[config.mk]
export PLATFORM = sky130hd
export DESIGN_NAME = tok_xfer_engine
export DESIGN_NICKNAME = d
export VERILOG_FILES = /design/src/rtl/tx_pkg.sv /design/src/rtl/tx_regs.sv /design/src/rtl/tx_send.sv /design/src/rtl/tx_recv.sv /design/src/rtl/tok_xfer_engine.sv
export SDC_FILE = /design/constraint.sdc
export NUM_CORES = 1
export LEC_CHECK = 0
export ABC_CLOCK_PERIOD_IN_PS = 3540
export BUFFER_PORTS_ARGS = -buffer_cell sky130_fd_sc_hd__buf_2
export CORE_UTILIZATION = 56
export DETAILED_ROUTE_END_ITERATION = 16
export PLACE_DENSITY = 0.77
export SLEW_MARGIN = 25
export SYNTH_ARGS = -nofsm -noshare
export SYNTH_HDL_FRONTEND = slang
export SYNTH_SLANG_ARGS = --single-unit
[constraint.sdc]
create_clock -name clk_i -period 3.54 [get_ports clk_i]
set_input_delay 0.354 -clock clk_i [delete_from_list [all_inputs] [get_ports clk_i]]
set_output_delay 0.354 -clock clk_i [all_outputs]
set_load 0.05 [all_outputs]
[src/rtl/tx_pkg.sv]
package tx_pkg;
  typedef enum logic [2:0] {
    SND_IDLE, SND_DESC, SND_WAIT_RX, SND_TOKEN, SND_PASS, SND_HEAD
  } snd_state_e;

  typedef enum logic [2:0] {
    RCV_IDLE, RCV_DESC, RCV_DECIDE, RCV_WAIT_TOK, RCV_TOKEN, RCV_TAIL
  } rcv_state_e;

  // descriptor word offsets
  localparam logic [1:0] DSC_BASE = 2'd0;
  localparam logic [1:0] DSC_SIZE = 2'd1;
  localparam logic [1:0] DSC_HEAD = 2'd2;
  localparam logic [1:0] DSC_TAIL = 2'd3;

  // register word indices
  localparam int unsigned REG_CTRL = 0;
  localparam int unsigned REG_SRC  = 1;
  localparam int unsigned REG_DST  = 2;
  localparam int unsigned REG_STAT = 3;
  localparam int unsigned REG_CNT  = 4;
endpackage

[src/rtl/tx_regs.sv]
module tx_regs #(
  parameter int unsigned AW  = 16,
  parameter int unsigned DW  = 32,
  parameter int unsigned SAW = 3,
  parameter int unsigned CW  = 16
) (
  input  logic           clk_i,
  input  logic           rst_ni,
  input  logic [SAW-1:0] s_addr_i,
  input  logic           s_wr_i,
  input  logic [DW-1:0]  s_wdata_i,
  output logic [DW-1:0]  s_rdata_o,
  input  logic           busy_i,
  input  logic           done_i,
  output logic           en_o,
  output logic [AW-1:0]  src_desc_o,
  output logic [AW-1:0]  dst_desc_o,
  output logic [CW-1:0]  cnt_o
);
  import tx_pkg::*;

  always_ff @(posedge clk_i or negedge rst_ni) begin
    if (!rst_ni) begin
      en_o       <= 1'b0;
      src_desc_o <= '0;
      dst_desc_o <= '0;
    end else if (s_wr_i) begin
      case (int'(s_addr_i))
        REG_CTRL: en_o       <= s_wdata_i[0];
        REG_SRC:  src_desc_o <= s_wdata_i[AW-1:0];
        REG_DST:  dst_desc_o <= s_wdata_i[AW-1:0];
        default: ;
      endcase
    end
  end

  always_ff @(posedge clk_i or negedge rst_ni) begin
    if (!rst_ni)     cnt_o <= '0;
    else if (done_i) cnt_o <= cnt_o + 1'b1;
  end

  always_comb begin
    s_rdata_o = '0;
    case (int'(s_addr_i))
      REG_CTRL: s_rdata_o[0]      = en_o;
      REG_SRC:  s_rdata_o[AW-1:0] = src_desc_o;
      REG_DST:  s_rdata_o[AW-1:0] = dst_desc_o;
      REG_STAT: s_rdata_o[0]      = busy_i;
      REG_CNT:  s_rdata_o[CW-1:0] = cnt_o;
      default:  s_rdata_o         = '0;
    endcase
  end
endmodule

[src/rtl/tx_send.sv]
module tx_send #(
  parameter int unsigned AW = 16,
  parameter int unsigned DW = 32
) (
  input  logic          clk_i,
  input  logic          rst_ni,
  input  logic          en_i,
  input  logic [AW-1:0] src_desc_i,
  input  logic [AW-1:0] dst_desc_i,
  output logic          req_o,
  output logic          we_o,
  output logic [AW-1:0] addr_o,
  output logic [DW-1:0] wdata_o,
  input  logic [DW-1:0] rdata_i,
  input  logic          wait_i,
  output logic          rx_start_o,
  output logic [AW-1:0] rx_desc_o,
  input  logic          rx_ok_i,
  input  logic          rx_nack_i,
  output logic          tok_valid_o,
  output logic [DW-1:0] tok_o,
  input  logic          rx_done_i,
  output logic          done_o,
  output logic          busy_o
);
  import tx_pkg::*;

  snd_state_e    state_q;
  logic [1:0]    idx_q;
  logic [AW-1:0] src_q, dst_q;
  logic [DW-1:0] base_q, size_q, head_q, tok_q;
  logic          ack;
  logic [DW-1:0] head_nx, slot_addr;

  assign ack       = req_o && !wait_i;
  assign head_nx   = (head_q + 1'b1 == size_q) ? '0 : head_q + 1'b1;
  assign slot_addr = base_q + head_q;

  always_comb begin
    req_o   = 1'b0;
    we_o    = 1'b0;
    addr_o  = '0;
    wdata_o = '0;
    case (state_q)
      SND_DESC: begin
        req_o  = 1'b1;
        addr_o = src_q + {{(AW-2){1'b0}}, idx_q};
      end
      SND_TOKEN: begin
        req_o  = 1'b1;
        addr_o = slot_addr[AW-1:0];
      end
      SND_HEAD: begin
        req_o   = 1'b1;
        we_o    = 1'b1;
        addr_o  = src_q + {{(AW-2){1'b0}}, DSC_HEAD};
        wdata_o = head_nx;
      end
      default: ;
    endcase
  end

  // source not empty once tail arrives
  assign rx_start_o  = (state_q == SND_DESC) && ack && (idx_q == DSC_TAIL) && (rdata_i != head_q);
  assign rx_desc_o   = dst_q;
  assign tok_valid_o = (state_q == SND_PASS);
  assign tok_o       = tok_q;
  assign done_o      = (state_q == SND_HEAD) && ack;
  assign busy_o      = (state_q != SND_IDLE);

  always_ff @(posedge clk_i or negedge rst_ni) begin
    if (!rst_ni) begin
      state_q <= SND_IDLE;
      idx_q   <= '0;
      src_q   <= '0;
      dst_q   <= '0;
      base_q  <= '0;
      size_q  <= '0;
      head_q  <= '0;
      tok_q   <= '0;
    end else begin
      case (state_q)
        SND_IDLE: if (en_i) begin
          src_q   <= src_desc_i;
          dst_q   <= dst_desc_i;
          idx_q   <= '0;
          state_q <= SND_DESC;
        end
        SND_DESC: if (ack) begin
          case (idx_q)
            DSC_BASE: base_q <= rdata_i;
            DSC_SIZE: size_q <= rdata_i;
            DSC_HEAD: head_q <= rdata_i;
            default: ;
          endcase
          idx_q <= idx_q + 1'b1;
          if (idx_q == DSC_TAIL) state_q <= rx_start_o ? SND_WAIT_RX : SND_IDLE;
        end
        SND_WAIT_RX: begin
          if (rx_ok_i)        state_q <= SND_TOKEN;
          else if (rx_nack_i) state_q <= SND_IDLE;
        end
        SND_TOKEN: if (ack) begin
          tok_q   <= rdata_i;
          state_q <= SND_PASS;
        end
        SND_PASS: if (rx_done_i) state_q <= SND_HEAD;
        SND_HEAD: if (ack) state_q <= SND_IDLE;
        default: state_q <= SND_IDLE;
      endcase
    end
  end
endmodule

[src/rtl/tx_recv.sv]
module tx_recv #(
  parameter int unsigned AW = 16,
  parameter int unsigned DW = 32
) (
  input  logic          clk_i,
  input  logic          rst_ni,
  input  logic          start_i,
  input  logic [AW-1:0] desc_i,
  output logic          ok_o,
  output logic          nack_o,
  input  logic          tok_valid_i,
  input  logic [DW-1:0] tok_i,
  output logic          done_o,
  output logic          req_o,
  output logic          we_o,
  output logic [AW-1:0] addr_o,
  output logic [DW-1:0] wdata_o,
  input  logic [DW-1:0] rdata_i,
  input  logic          wait_i,
  output logic          busy_o
);
  import tx_pkg::*;

  rcv_state_e    state_q;
  logic [1:0]    idx_q;
  logic [AW-1:0] d_q;
  logic [DW-1:0] base_q, size_q, head_q, tail_q, tok_q;
  logic          ack, full;
  logic [DW-1:0] tail_nx, slot_addr;

  assign ack       = req_o && !wait_i;
  assign tail_nx   = (tail_q + 1'b1 == size_q) ? '0 : tail_q + 1'b1;
  assign full      = (tail_nx == head_q);
  assign slot_addr = base_q + tail_q;

  always_comb begin
    req_o   = 1'b0;
    we_o    = 1'b0;
    addr_o  = '0;
    wdata_o = '0;
    case (state_q)
      RCV_DESC: begin
        req_o  = 1'b1;
        addr_o = d_q + {{(AW-2){1'b0}}, idx_q};
      end
      RCV_TOKEN: begin
        req_o   = 1'b1;
        we_o    = 1'b1;
        addr_o  = slot_addr[AW-1:0];
        wdata_o = tok_q;
      end
      RCV_TAIL: begin
        req_o   = 1'b1;
        we_o    = 1'b1;
        addr_o  = d_q + {{(AW-2){1'b0}}, DSC_TAIL};
        wdata_o = tail_nx;
      end
      default: ;
    endcase
  end

  assign ok_o   = (state_q == RCV_DECIDE) && !full;
  assign nack_o = (state_q == RCV_DECIDE) && full;
  assign done_o = (state_q == RCV_TAIL) && ack;
  assign busy_o = (state_q != RCV_IDLE);

  always_ff @(posedge clk_i or negedge rst_ni) begin
    if (!rst_ni) begin
      state_q <= RCV_IDLE;
      idx_q   <= '0;
      d_q     <= '0;
      base_q  <= '0;
      size_q  <= '0;
      head_q  <= '0;
      tail_q  <= '0;
      tok_q   <= '0;
    end else begin
      case (state_q)
        RCV_IDLE: if (start_i) begin
          d_q     <= desc_i;
          idx_q   <= '0;
          state_q <= RCV_DESC;
        end
        RCV_DESC: if (ack) begin
          case (idx_q)
            DSC_BASE: base_q <= rdata_i;
            DSC_SIZE: size_q <= rdata_i;
            DSC_HEAD: head_q <= rdata_i;
            default:  tail_q <= rdata_i;
          endcase
          idx_q <= idx_q + 1'b1;
          if (idx_q == DSC_TAIL) state_q <= RCV_DECIDE;
        end
        RCV_DECIDE: state_q <= full ? RCV_IDLE : RCV_WAIT_TOK;
        RCV_WAIT_TOK: if (tok_valid_i) begin
          tok_q   <= tok_i;
          state_q <= RCV_TOKEN;
        end
        RCV_TOKEN: if (ack) state_q <= RCV_TAIL;
        RCV_TAIL:  if (ack) state_q <= RCV_IDLE;
        default: state_q <= RCV_IDLE;
      endcase
    end
  end
endmodule

[src/rtl/tok_xfer_engine.sv]
module tok_xfer_engine #(
  parameter int unsigned AW  = 16,
  parameter int unsigned DW  = 32,
  parameter int unsigned SAW = 3,
  parameter int unsigned CW  = 16
) (
  input  logic           clk_i,
  input  logic           rst_ni,
  input  logic [SAW-1:0] s_addr_i,
  input  logic           s_wr_i,
  input  logic [DW-1:0]  s_wdata_i,
  output logic [DW-1:0]  s_rdata_o,
  output logic           m_req_o,
  output logic           m_we_o,
  output logic [AW-1:0]  m_addr_o,
  output logic [DW-1:0]  m_wdata_o,
  input  logic [DW-1:0]  m_rdata_i,
  input  logic           m_wait_i
);
  logic          en, busy, snd_busy, rcv_busy, xfer_done;
  logic [AW-1:0] src_desc, dst_desc, rx_desc;
  logic [CW-1:0] cnt;
  logic          rx_start, rx_ok, rx_nack, rx_done, tok_valid;
  logic [DW-1:0] tok;
  logic          snd_req, snd_we, rcv_req, rcv_we;
  logic [AW-1:0] snd_addr, rcv_addr;
  logic [DW-1:0] snd_wdata, rcv_wdata;

  assign busy = snd_busy || rcv_busy;

  tx_regs #(.AW(AW), .DW(DW), .SAW(SAW), .CW(CW)) u_regs (
    .clk_i, .rst_ni, .s_addr_i, .s_wr_i, .s_wdata_i, .s_rdata_o,
    .busy_i(busy), .done_i(xfer_done), .en_o(en),
    .src_desc_o(src_desc), .dst_desc_o(dst_desc), .cnt_o(cnt)
  );

  tx_send #(.AW(AW), .DW(DW)) u_send (
    .clk_i, .rst_ni, .en_i(en), .src_desc_i(src_desc), .dst_desc_i(dst_desc),
    .req_o(snd_req), .we_o(snd_we), .addr_o(snd_addr), .wdata_o(snd_wdata),
    .rdata_i(m_rdata_i), .wait_i(m_wait_i),
    .rx_start_o(rx_start), .rx_desc_o(rx_desc), .rx_ok_i(rx_ok), .rx_nack_i(rx_nack),
    .tok_valid_o(tok_valid), .tok_o(tok), .rx_done_i(rx_done),
    .done_o(xfer_done), .busy_o(snd_busy)
  );

  tx_recv #(.AW(AW), .DW(DW)) u_recv (
    .clk_i, .rst_ni, .start_i(rx_start), .desc_i(rx_desc),
    .ok_o(rx_ok), .nack_o(rx_nack), .tok_valid_i(tok_valid), .tok_i(tok),
    .done_o(rx_done),
    .req_o(rcv_req), .we_o(rcv_we), .addr_o(rcv_addr), .wdata_o(rcv_wdata),
    .rdata_i(m_rdata_i), .wait_i(m_wait_i), .busy_o(rcv_busy)
  );

  // halves take turns by protocol; plain OR-mux
  assign m_req_o   = snd_req || rcv_req;
  assign m_we_o    = snd_req ? snd_we    : rcv_we;
  assign m_addr_o  = snd_req ? snd_addr  : rcv_addr;
  assign m_wdata_o = snd_req ? snd_wdata : rcv_wdata;
endmodule

Yosys cells after proc, flatten, opt, wreduce, memory -nomap -nowiden

Index checks and enable logic that the tools add are counted.

$add $sub $neg: 11
Equality and inequality tests: 37
Muxes and demuxes: 39
Bitwise gates (word level): 1
Reduce and logical (&&, ||, !) cells: 44

Operators by type and width:

| cell                                                                     | count |
|---|---|
| 32-bit two-way mux                                                       | 4 |
| 32-bit == test                                                           | 3 |
| 16-bit case mux with 3 select lines                                      | 2 |
| 32-bit by 1-bit adder with 32-bit output (second input constant)         | 2 |
| 32-bit case mux with 2 select lines                                      | 1 |
| 15-bit case mux with 3 select lines                                      | 1 |
| 3-bit two-way mux                                                        | 14 |
| 3-bit case mux with 6 select lines                                       | 2 |
| 16-bit adder                                                             | 2 |
| 16-bit by 2-bit adder with 16-bit output                                 | 2 |
| 16-bit by 2-bit adder with 16-bit output (second input constant)         | 2 |
| 32-bit inequality test                                                   | 1 |
| 3-bit AND reduction                                                      | 9 |
| 3-bit by 2-bit == test with 1-bit output (second input constant)         | 6 |
| 16-bit by 1-bit adder with 16-bit output (second input constant)         | 1 |
| 16-bit two-way mux                                                       | 1 |
| 3-bit == test (second input constant)                                    | 5 |
| 2-bit by 1-bit inequality test with 1-bit output (second input constant) | 7 |
| 2-bit AND reduction                                                      | 7 |
| 2-bit two-way mux                                                        | 6 |
| 2-bit inequality test (second input constant)                            | 5 |
| 3-bit by 1-bit == test with 1-bit output (second input constant)         | 3 |
| 1-bit logical AND                                                        | 9 |
| 3-bit logical NOT                                                        | 3 |
| other kinds (17)                                                         | 34 |

Bits in registers: 363
Input port bits: 71
Output and inout bits: 82
Word-level logic and storage cells: 152

Longest topological paths before layout

Gate-level depths: netlist (run 1).

Depth in word-level cells: 11
Depth in mapped cells: 16
Mapped depth without buffers: 14

Hierarchy

A second synthesis (run 1) with hierarchy kept.

Cells, all modules: 2022
Area total of the unflattened synthesis: 22370.2 µm²

Modules (own cells, without submodules):

| module          | instances | cells an instance | area an instance (µm²) | sequential area each (µm²) |
|---|---|---|---|---|
| tx_recv         | 1         | 917               | 9868.2                 | 4129.0 |
| tx_send         | 1         | 837               | 9183.8                 | 3728.6 |
| tx_regs         | 1         | 211               | 2458.6                 | 1226.2 |
| tok_xfer_engine | 1         | 57                | 859.6                  | 0.0 |

Least setup slack after synthesis (run 1)

No wires, ideal clock.

Path type: reg-to-output
From: register u_recv.tail_q[1]
To: output m_wdata_o[19]
Arrival time: 3896 ps
Required time: 3186 ps
Slack: -710 ps
Stages on the path, launching flop included: 16
Buffers on the path: 4
Path through: dfrtp_1 > ha_1 > and3_1 > clkbuf_1 > a311oi_1 > a311o_1 > o211ai_1 > nor4_1 > and4_1 > buf_4 > nand4_2 > buf_2 > nor2b_1 > clkbuf_1 > a22oi_1 > o22ai_1

Word-level cells in the longest chain between the ends: 5

Ends and longest elaborated chain:

| item                                       | line                  | RTL |
|---|---|---|
| start: declaration                         | tx_recv.sv:27         | `logic [DW-1:0] base_q, size_q, head_q, tail_q, tok_q;` |
| start signal: assignment                   | tx_recv.sv:89         | `default: tail_q <= rdata_i;` |
| 32-bit by 1-bit adder with 32-bit output * | tx_recv.sv:32         | `assign tail_nx = (tail_q + 1'b1 == size_q) ? '0 : tail_q + 1'b1;` |
| 32-bit == test                             | tx_recv.sv:32         |  |
| 32-bit two-way mux *                       | tx_recv.sv:32         |  |
| 32-bit case mux with 2 select lines *      | tx_recv.sv:41         | `case (state_q)` |
| 32-bit two-way mux *                       | tok_xfer_engine.sv:58 | `assign m_wdata_o = snd_req ? snd_wdata : rcv_wdata;` |
| end: declaration                           | tok_xfer_engine.sv:16 | `output logic [DW-1:0] m_wdata_o,` |

Every way passes the cells marked *; elsewhere a longest branch is shown, timed or not.

Final worst setup path (run 1)

From: register u_send.head_q[1]
To: output m_wdata_o[3]

Word-level cells in the longest chain between the ends: 5

Ends and longest elaborated chain:

| item                                       | line                  | RTL |
|---|---|---|
| start: declaration                         | tx_send.sv:31         | `logic [DW-1:0] base_q, size_q, head_q, tok_q;` |
| start signal: assignment                   | tx_send.sv:93         | `DSC_HEAD: head_q <= rdata_i;` |
| 32-bit by 1-bit adder with 32-bit output * | tx_send.sv:36         | `assign head_nx = (head_q + 1'b1 == size_q) ? '0 : head_q + 1'b1;` |
| 32-bit == test                             | tx_send.sv:36         |  |
| 32-bit two-way mux *                       | tx_send.sv:36         |  |
| 32-bit two-way mux *                       | tx_send.sv:44         | `case (state_q)` |
| 32-bit two-way mux *                       | tok_xfer_engine.sv:58 |  |

Marked as above.

==> results of run 1 <==
[kinds of logic after synthesis]
family,after synthesis
DFF,363
adders and majority gates,50
buffers and inverters,176
and+or+nand+nor,531
muxes,349
xor gates and xnor gates,230
AOI/OAI and AO/OA,339
other,1
[placed cells by master, fill, tap and decap left out, types with 10 or more instances in the layout]
cell type / netlist / routed
nor2_1: 108 / 101
a21oi_2: 0 / 23
inv_1: 33 / 33
xor2_1: 129 / 118
a21oi_1: 71 / 43
dfrtp_1: 363 / 357
buf_4: 25 / 290
nand3b_1: 13 / 13
nand2_1: 106 / 103
o21ai_2: 0 / 10
xnor2_2: 0 / 10
a22oi_1: 43 / 19
and3_1: 23 / 19
nand4_1: 43 / 43
nand3_1: 68 / 59
o22ai_4: 0 / 32
clkbuf_16: 0 / 44
buf_2: 15 / 75
mux2i_1: 10 / 10
nor3_1: 33 / 29
mux2_2: 339 / 339
clkbuf_1: 77 / 10
buf_6: 3 / 59
nor2b_1: 28 / 19
buf_12: 0 / 16
nor4_1: 24 / 18
o21ai_0: 69 / 53
nand2b_1: 12 / 12
a22oi_2: 0 / 24
xnor2_1: 100 / 84
xor2_2: 0 / 10
ha_1: 46 / 40
conb_1: 1 / 16
[worst paths after layout]
| check | from | cells past startpoint | slack [ns] | endpoint |
|---|---|---|---|---|
| hold reg to reg | u_regs.cnt_o[15] | 1 | 0.47 | u_regs.cnt_o[15] |
| min in group asynchronous | rst_ni | 2 | 0.40 | u_recv.d_q[9] |
| hold / removal | s_wdata_i[11] | 2 | 0.03 | u_regs.dst_desc_o[11] |
| setup / recovery | u_send.head_q[1] | 17 | -0.85 | m_wdata_o[3] |
| setup reg to reg | u_recv.tail_q[0] | 16 | -0.27 | u_recv.state_q[1] |
| max in group asynchronous | rst_ni | 4 | 2.05 | u_recv.tok_q[28] |
[sequential cells by signal, summed over array words and instances, names as in the netlist]
| name | cells |
|---|---|
| u_send.rx_desc_o | 16 |
| u_recv.d_q | 16 |
| u_regs.cnt_o | 16 |
| u_recv.head_q | 32 |
| u_recv.state_q | 3 |
| u_regs.en_o | 1 |
| u_send.tok_o | 32 |
| u_regs.src_desc_o | 16 |
| u_recv.tok_q | 32 |
| u_recv.base_q | 16 |
| u_send.idx_q | 2 |
| u_send.head_q | 32 |
| u_send.size_q | 32 |
| u_send.state_q | 3 |
| u_recv.size_q | 32 |
| u_send.base_q | 16 |
| u_recv.idx_q | 2 |
| u_send.src_q | 16 |
| u_regs.dst_desc_o | 16 |
| u_recv.tail_q | 32 |
[power by group through the flow]
stage / combinational, mW / clock (mW) / sequential (mW)
6_report: 13.8 / 4.39 / 7.43
4_1_cts: 12.6 / 4.38 / 7.25
2_1_floorplan: 7.73 / 0 / 6.79
3_5_place_dp: 11.2 / 0 / 7.28
3_3_place_gp: 10.9 / 0 / 7.15
5_1_grt: 14.5 / 4.55 / 7.56
[stage by stage]
step                instance area (um^2)  hold WS [ns]  std cells
floorplan                          22200        0.0584       2054
global route                       28500        0.0352       2949
global placement                   25000         0.432       2826
detailed placement                 25000         0.443       2826
finish                             28500        0.0259       2950
CTS                                27800        0.0159       2943
[final cells by class]
type | instances | area (um^2)
Antenna cell | 1 | 2.50
Multi-Input combinational cell | 1515 | 13400
Fill cell | 2361 | 9270
Tap cell | 511 | 639
Timing Repair Buffer | 455 | 3850
Clock inverter | 17 | 224
Sequential cell | 363 | 9090
Inverter | 33 | 124
Clock buffer | 55 | 1120
[layer usage]
metal | wire (um) | GRT usage (%)
met1 | 30600 | 51.2
met2 | 35400 | 59.5
met3 | 7190 | 9.27
met4 | 3490 | 17.3
met5 | 0 | 0
[critical path: cells and delay by family (launching register included)]
family | cells | cell delay [ns]
flops | 1 | 0.43
compound gates | 2 | 0.35
simple gates | 7 | 1.10
buf+inv | 6 | 1.05
xor+xnor | 2 | 0.49
[cells in the mapped netlist (46+ instances only)]
cell type    n
nor2_1     108
nand3_1     68
ha_1        46
o21ai_0     69
dfrtp_1    363
xor2_1     129
mux2_2     339
xnor2_1    100
a21oi_1     71
clkbuf_1    77
nand2_1    106
[what timing repair did]
item                       in CTS  in global routing
hold endpoints to repair       85                  0
gates cloned                    5                  3
buffers inserted               54                 24
hold buffers                    1                  0
pin swaps                      82                 87
setup endpoints to repair      50                 49
resized for setup             235                120
==> out/metrics.cfg, run 1 <==
[yosys]
yosysTopAreaCell = dfrtp_1
synth_top_family_by_area = multiplexers
synthTopCellsByArea = dfrtp_1 (42%), mux2_2 (18%), xor2_1 (5.2%), xnor2_1 (4.1%), ha_1 (2.7%)
synth-simple-area-share_pct = 13.3
async_flop_share_pct = 100
yosys-mux-area-fraction_pct = 18.2
syn_area_mm2 = 0.0216
synthCells = 2039
synth_cell_types = 88
synthAdderAreaFrac_pct = 3.04
ys_seq_area_share_pct = 42.1
synth_area_per_cell_um2 = 10.6
synth_compound_area_share_pct = 10.3
synth_top_area_share_pct = 42.1
synth-xor-area-share_pct = 9.40
synth_edf_count = 0
synth-main-ff-cell = dfrtp_1
synth-seq-cells = 363
ys_warn_count = 0

[global_route]
grtUsageTotal_pct = 38.5
grt_pass1_wl_um = 113000
grt_pass1_vias = 18900
grt_max_degree = 90
grt_antenna_before_repair = 3
grt.overflow.total = 0

[timing]
drv_slew = 0
setup_viol = 46
rsz0062_at_grt = yes
tns_ns = -31.66
finClkSkew_ns = 0.0144
max_slew_margin_pct = 31.3
fmax_ghz = 0.228
period_minus_slack_ns = 4.39
finalHoldViolCount = 0
max_slew.worst_pin.slew_ns = 1.03
fin_crit_sh_pct = 124
worst_slack_ns = -0.850

[power]
sw_frac_of_total_pct = 43.3
intPower_mw = 14.6
p_seq_share_pct = 28.9
p_comb_share_pct = 54.0
power_density_mw_per_mm2 = 901
power_mw = 25.7
p_switching_mw = 11.1
clkPwrFrac_pct = 17.1
peakVddDrop_mv = 0.676
p_leak_nw = 12.3

[setup_path]
cp_slowest_cell = dfrtp_1
path_max_fanout = 6
cp.arrival_ns = 4.04
max_stage_delay_ns = 0.43
worstSetupPathType = reg2out
startpoint_type = flip-flop
crit_path_end_kind = output pin
crit_chain = buf_6, nand3_2, nor2_4, nand2_1, xor2_1, xnor2_1, nor4_1, buf_4, nand2_2, nor4_2, buf_4, nand4_1, o31ai_4, buf_12, buf_16, o22ai_4, buf_6
crit_required_ns = 3.19

[finish]
areaGrowthSynthToFinish_pct = 32.0
finalNetCount = 2529
layout-drive-gt1-share_pct = 45.0
fin_util_pct = 75.5

[place]
routabilityCongestion = 1.01
port_buffers = 120
dp_slack_ns = -0.419
hpwlAfterDp_um = 50800

[flow_run]
drv_cap = 0

[drt]
drtPass1Iterations = 6
wirelength_um = 76700
routedWlPerCell_um = 26.0
drtIter0Drc = 2259
num_vias = 19000
vias_per_cell = 6.45
drc = 0
ant_nets = 0

[clocking]
path_clk_slew_ns = 0.07
clockBufferDepth = 3
cts_buffers = 40
cts_tree = built
cts_num_sinks = 363
clockRootBuffer = clkbuf_16
clk-insertion-delay-late_ns = 0.58
cts_htree_levels = 2

[floorplanning]
placementRows = 71
core_mm2 = 0.0378
die_h_um = 198
die_w_um = 198
fp.dieArea_mm2 = 0.0393
ios = 153
start_util_pct = 57.2

[status]
status = complete, but fails checks
violations = negative setup slack

[min_path]
hp-class = in2reg

(Power assumes the default switching activity.)
==> run 2: changes to the inputs <==
--- a/config.mk
+++ b/config.mk
@@ -13,4 +13,5 @@
 export SLEW_MARGIN = 25
 export SYNTH_ARGS = -nofsm -noshare
 export SYNTH_HDL_FRONTEND = slang
+export SYNTH_HIERARCHICAL = 1
 export SYNTH_SLANG_ARGS = --single-unit
==> out/metrics.cfg, run 2 <==
[status]
status = complete, but fails checks
violations = negative setup slack

[setup_path]
path_buf_inv = 5
crit_chain = buf_4, buf_6, buf_6, ha_4, a21o_1, a21oi_2, o21bai_1, a21oi_2, o21bai_2, a211o_1, a2111oi_4, buf_4, or3_4, nand2_4, a211o_4, mux2_4, buf_8
crit_path_end_kind = output pin
crit_start = u_recv/tail_q[1]
rrSetupSlack_ns = -0.97
crit_cells = 17
cp_top_family = compound AO/OA/AOI/OAI gates
cp.arrival_ns = 4.18
r2r_cells = 19
r2r_end = u_send/state_q[1]
crit_end = m_addr_o[15]
rr_startpoint = u_recv/tail_q[0]
max_stage_delay_ns = 0.44
path_max_fanout = 3
crit_required_ns = 3.19
cp_slowest_cell = dfrtp_2
startpoint_type = flip-flop
worstSetupPathType = reg2out

[drt]
drtPass1Iterations = 6
num_vias = 18700
drc = 0
routedWlPerCell_um = 24.6
ant_nets = 0
wirelength_um = 73500
vias_per_cell = 6.27
drtIter0Drc = 1930

[power]
power_density_mw_per_mm2 = 937
power_mw = 26.9
p_leak_nw = 12.6
peakVddDrop_mv = 0.591

[floorplanning]
ios = 153
die_h_um = 202
fp.dieArea_mm2 = 0.0407
core_mm2 = 0.0390
start_util_pct = 57.3
placementRows = 72
die_w_um = 202

[global_route]
grt_max_degree = 108
grt.overflow.total = 0
grt_pass1_vias = 18900
grtUsageTotal_pct = 35.7
grt_pass1_wl_um = 112000
grt_antenna_before_repair = 5

[finish]
finalNetCount = 2557
fin_util_pct = 73.5
layout-drive-gt1-share_pct = 45.1
layout_commonest_cell = dfrtp_1
areaGrowthSynthToFinish_pct = 28.2
final_cell_mix = dfrtp_1 (356), buf_4 (320), mux2_2 (318), nand2_1 (131), xnor2_1 (127)

[yosys]
synth-main-ff-cell = dfrtp_1
synth_top_cells_by_count = dfrtp_1 (363), mux2_2 (318), nand2_1 (134)
yosysMostFrequentCell = dfrtp_1
ys_warn_count = 6
synth_top_area_share_pct = 40.6
synth-seq-cells = 363
synthTopCellsByArea = dfrtp_1 (41%), mux2_2 (16%), xnor2_1 (5.2%), mux2_4 (3.3%), xor2_1 (3.0%)
synth_cell_types = 97
async_flop_share_pct = 100
ys_seq_area_share_pct = 40.6
syn_area_mm2 = 0.0224
synthCells = 2022
yosysTopAreaCell = dfrtp_1
synth_area_per_cell_um2 = 11.1
synth_edf_count = 0

[timing]
finClkSkew_ns = 0.0202
period_minus_slack_ns = 4.53
worst_slack_ns = -0.991
setup_viol = 47
tns_ns = -37.66
rsz0062_at_grt = yes
drv_slew = 0
max_slew_margin_pct = 40.5
fmax_ghz = 0.221
fin_crit_sh_pct = 128
fin_hold_ws_ns = 0.0239
max_slew.worst_pin.slew_ns = 0.893
finalHoldViolCount = 0

[clocking]
clockBufferDepth = 3
clk-insertion-delay-late_ns = 0.57
cts_htree_levels = 2
cts_buffers = 41
clockRootBuffer = clkbuf_16
cts_tree = built
path_clk_slew_ns = 0.06
cts_num_sinks = 363

[place]
port_buffers = 120
routabilityCongestion = 0.995
hpwlAfterDp_um = 51400

[min_path]
hp-class = in2reg

[flow_run]
drv_cap = 0

==> run 2: changes by cell type in the layout (fill, tap and decap cells not counted), sizes merged, moves of 12 or more <==
cell | previous run | this run
nand2 | 107 | 134
xnor2 | 100 | 134
nor2b | 28 | 12
xor2 | 129 | 77
a22oi | 43 | 16
mux2 | 339 | 387
inv | 35 | 47
nor2 | 111 | 92
a21oi | 71 | 38
buf | 450 | 482
==> run 2: metal layers <==
metal  track usage (%)  up-vias  part of all wire (%)  wire length [um]
li1                  -     8132                     -                 -
met1              48.5     9483                    41             30400
met2              55.8      906                    47             34300
met3              6.68      200                   8.0              5860
met4              15.2        0                   4.0              2930
met5                 0        -                     0                 0
==> run 2: logic make-up (layout without fill, tap and decap cells) <==
family / after synthesis / count (layout) / synth area share (%)
xor+xnor: 226 / 226 / 9.86
compound gates: 271 / 271 / 8.07
mux: 393 / 393 / 20.6
other cells: 1 / 17 / 0.0168
buf+inv: 175 / 605 / 4.28
flops: 363 / 363 / 40.6
simple gates: 541 / 541 / 13.6
fa+ha+maj: 52 / 52 / 3.04
==> run 2: through the flow <==
step	setup slack, ns	cells	instance area (um^2)
2_1_floorplan	-0.866	2037	22500
3_3_place_gp	-1.08	2845	25400
6_report	-0.991	2986	28700
5_1_grt	-1.11	2986	28700
3_5_place_dp	-1.10	2846	25400
4_1_cts	-0.931	2966	28300
==> run 2: where the power goes <==
part	leakage (nW)	switching [mW]	internal (mW)	total (mW)
Sequential	4.49	1.83	5.94	7.77
Clock	0.698	1.84	2.67	4.51
Combinational	7.46	7.40	7.19	14.6
Total	12.6	11.1	15.8	26.9
==> run 2: layout make-up <==
cell class / instances / area [um^2]
sequential: 363 / 9090
antenna: 1 / 2.50
clock buffer: 54 / 1190
tap: 518 / 648
clock inverter: 22 / 239
inverter: 46 / 173
fill: 2520 / 10300
multi-input combinational: 1499 / 13200
timing repair buffer: 483 / 4120
==> run 2: worst min-delay path by stage <==
| stage | cells after the start | end | startpoint | slack, ns |
|---|---|---|---|---|
| final | 2 | u_regs/src_desc_o[6] | s_wdata_i[6] | 0.02 |
| after detailed placement | 1 | u_regs/cnt_o[15] | u_regs/cnt_o[15] | 0.47 |
| after global routing | 2 | u_regs/dst_desc_o[7] | s_wdata_i[7] | 0.02 |
| after CTS | 2 | u_regs/src_desc_o[6] | s_wdata_i[6] | 0.006 |
| after global placement | 1 | u_regs/cnt_o[15] | u_regs/cnt_o[15] | 0.46 |
| after floorplan | 0 | u_recv/base_q[0] | rst_ni | 0.06 |
==> run 2: worst register-to-register path, stage by stage (launching register included) <==
cell and delay, ns:
dfrtp_2 0.45, ha_4 0.20, buf_6 0.13, xnor2_4 0.12, xnor2_1 0.12, o22ai_1 0.18, nand3_1 0.12, or4_4 0.57
or4_4 0.55, or4_4 0.55, a221o_1 0.31, a211oi_2 0.14, buf_4 0.18, nor2b_4 0.14, o21ai_1 0.06, o21ai_1 0.08
o22ai_1 0.10, a21oi_1 0.13, o21ai_1 0.08, a21o_1 0.20
==> run 2: what timing repair did <==
action                     in CTS  in global routing
gates cloned                    6                  0
pin swaps                      61                 30
hold endpoints to repair       99                  0
resized for setup             286                 55
hold buffers                    1                  0
setup endpoints to repair      47                 48
buffers inserted               39                 23
==> run 3: changes to the inputs <==
--- a/config.mk
+++ b/config.mk
@@ -15,3 +15,4 @@
 export SYNTH_HDL_FRONTEND = slang
 export SYNTH_HIERARCHICAL = 1
 export SYNTH_SLANG_ARGS = --single-unit
+export TNS_END_PERCENT = 30
==> out/metrics.cfg, run 3 (synthesis gave the netlist of run 2 again) <==
[timing]
max_slew.worst_pin.slew_ns = 0.969
finClkSkew_ns = 0.0202
max_slew_margin_pct = 35.1
period_minus_slack_ns = 4.67
fmax_ghz = 0.214
fin_crit_sh_pct = 132
worst_slack_ns = -1.13
rsz0062_at_grt = yes
drv_slew = 0
setup_viol = 46
finalHoldViolCount = 0

[finish]
finalNetCount = 2549
areaGrowthSynthToFinish_pct = 25.1
layout-drive-gt1-share_pct = 42.6
fin_util_pct = 71.7
final_cell_mix = dfrtp_1 (359), buf_4 (329), mux2_2 (318), xnor2_1 (132), nand2_1 (130)
layout_commonest_cell = dfrtp_1

[setup_path]
cp.arrival_ns = 4.32
crit_path_end_kind = output pin
crit_chain = ha_4, nand3_4, nor4_4, xor3_1, a2111o_1, or4_4, buf_6, nor4_4, buf_4, nand2_4, buf_6, nand3_4, buf_12, buf_16, o21ai_1, mux2_4, buf_6
cp_common_cell = buf_6
crit_start = u_recv/tail_q[0]
cp_slowest_cell = or4_4
max_stage_delay_ns = 0.44
worstSetupPathType = reg2out
path_buf_inv = 6
cp_top_family = simple AND/OR/NAND/NOR gates
startpoint_type = flip-flop
crit_cells = 17
r2r_cells = 18
rr_startpoint = u_recv/tail_q[0]
crit_required_ns = 3.19
path_max_fanout = 14

[drt]
ant_nets = 0
drtPass1Iterations = 6
drc = 0
routedWlPerCell_um = 24.2
drtIter0Drc = 1624
vias_per_cell = 6.17
wirelength_um = 72000
num_vias = 18300

[power]
power_mw = 25.9
peakVddDrop_mv = 0.595
power_density_mw_per_mm2 = 925
p_leak_nw = 12.4

[place]
routabilityCongestion = 0.988
dp_slack_ns = -1.20
port_buffers = 120
hpwlAfterDp_um = 52700

[min_path]
worstHoldStart = s_wdata_i[7]
hp-class = in2reg
whs_path_depth = 2

[clocking]
cts_tree = built
path_clk_slew_ns = 0.06
clockRootBuffer = clkbuf_16
cts_num_sinks = 363
clk-insertion-delay-late_ns = 0.58
cts_htree_levels = 2
cts_buffers = 41
clockBufferDepth = 3

[global_route]
grt_max_degree = 102
grtUsageTotal_pct = 35.3
grt_antenna_before_repair = 3
grt_pass1_vias = 18700
grt_pass1_wl_um = 109000
grt.overflow.total = 0

[flow_run]
drv_cap = 0

[floorplanning]
ios = 153
core_mm2 = 0.0390
start_util_pct = 57.3
fp.dieArea_mm2 = 0.0407
die_h_um = 202
die_w_um = 202
placementRows = 72

[status]
violations = negative setup slack
status = complete, but fails checks

[run 3: cell count changes in the layout (fill, tap and decap cells not counted), moves of 6 or more]
cell and delta:
buf_4 +9, o21ai_2 -14, buf_6 +6, o21ai_0 +14, buf_8 -18
[run 3: worst paths after layout]
kind                                        endpoint  slack (ns)
worst min-delay path            u_regs/dst_desc_o[7]        0.02
worst max-delay path                    m_wdata_o[8]       -1.13
worst max register to register     u_send/state_q[1]       -1.13
worst min register to register      u_regs/cnt_o[15]        0.48
min in group asynchronous       u_regs/dst_desc_o[6]        0.39
max in group asynchronous          u_recv/size_q[21]        2.14
[run 3: layout make-up]
class / count / area (um^2)
inverter: 46 / 173
fill: 2739 / 11000
clock inverter: 15 / 209
sequential: 363 / 9090
clock buffer: 54 / 1110
antenna: 1 / 2.50
multi-input combinational: 1499 / 12900
timing repair buffer: 475 / 3800
tap: 518 / 648
[run 3: repair_timing]
item	in CTS	in global routing
hold buffers	1	0
gates cloned	2	0
setup buffers	27	11
endpoints found under the setup margin	48	48
hold endpoints to repair	94	0
gates resized for setup	180	57
pin swaps	23	23
[run 3: per-stage QoR]
step / instances / hold WS [ns] / setup TNS, ns / cell area (um^2)
global route: 2971 / 0.0173 / -48.81 / 28000
floorplan: 2037 / 0.0584 / -8.23 / 22500
CTS: 2961 / 0.00339 / -36.73 / 27700
detailed placement: 2862 / 0.453 / -30.57 / 25500
global placement: 2861 / 0.444 / -28.60 / 25500
finish: 2971 / 0.0218 / -43.41 / 28000
[run 3: report_power, final]
| group | internal, mW | leakage, nW | switching [mW] | total, mW |
|---|---|---|---|---|
| clock | 2.51 | 0.639 | 1.78 | 4.29 |
| sequential | 5.94 | 4.49 | 1.75 | 7.69 |
| combinational | 6.79 | 7.27 | 7.10 | 13.9 |
| total | 15.2 | 12.4 | 10.6 | 25.9 |
[run 3: layer usage]
| layer | share of wire, % | GRT usage [%] |
|---|---|---|
| met5 | 0 | 0 |
| met2 | 46 | 54.8 |
| met4 | 3.9 | 14.1 |
| met1 | 42 | 47.4 |
| met3 | 8.6 | 8.61 |
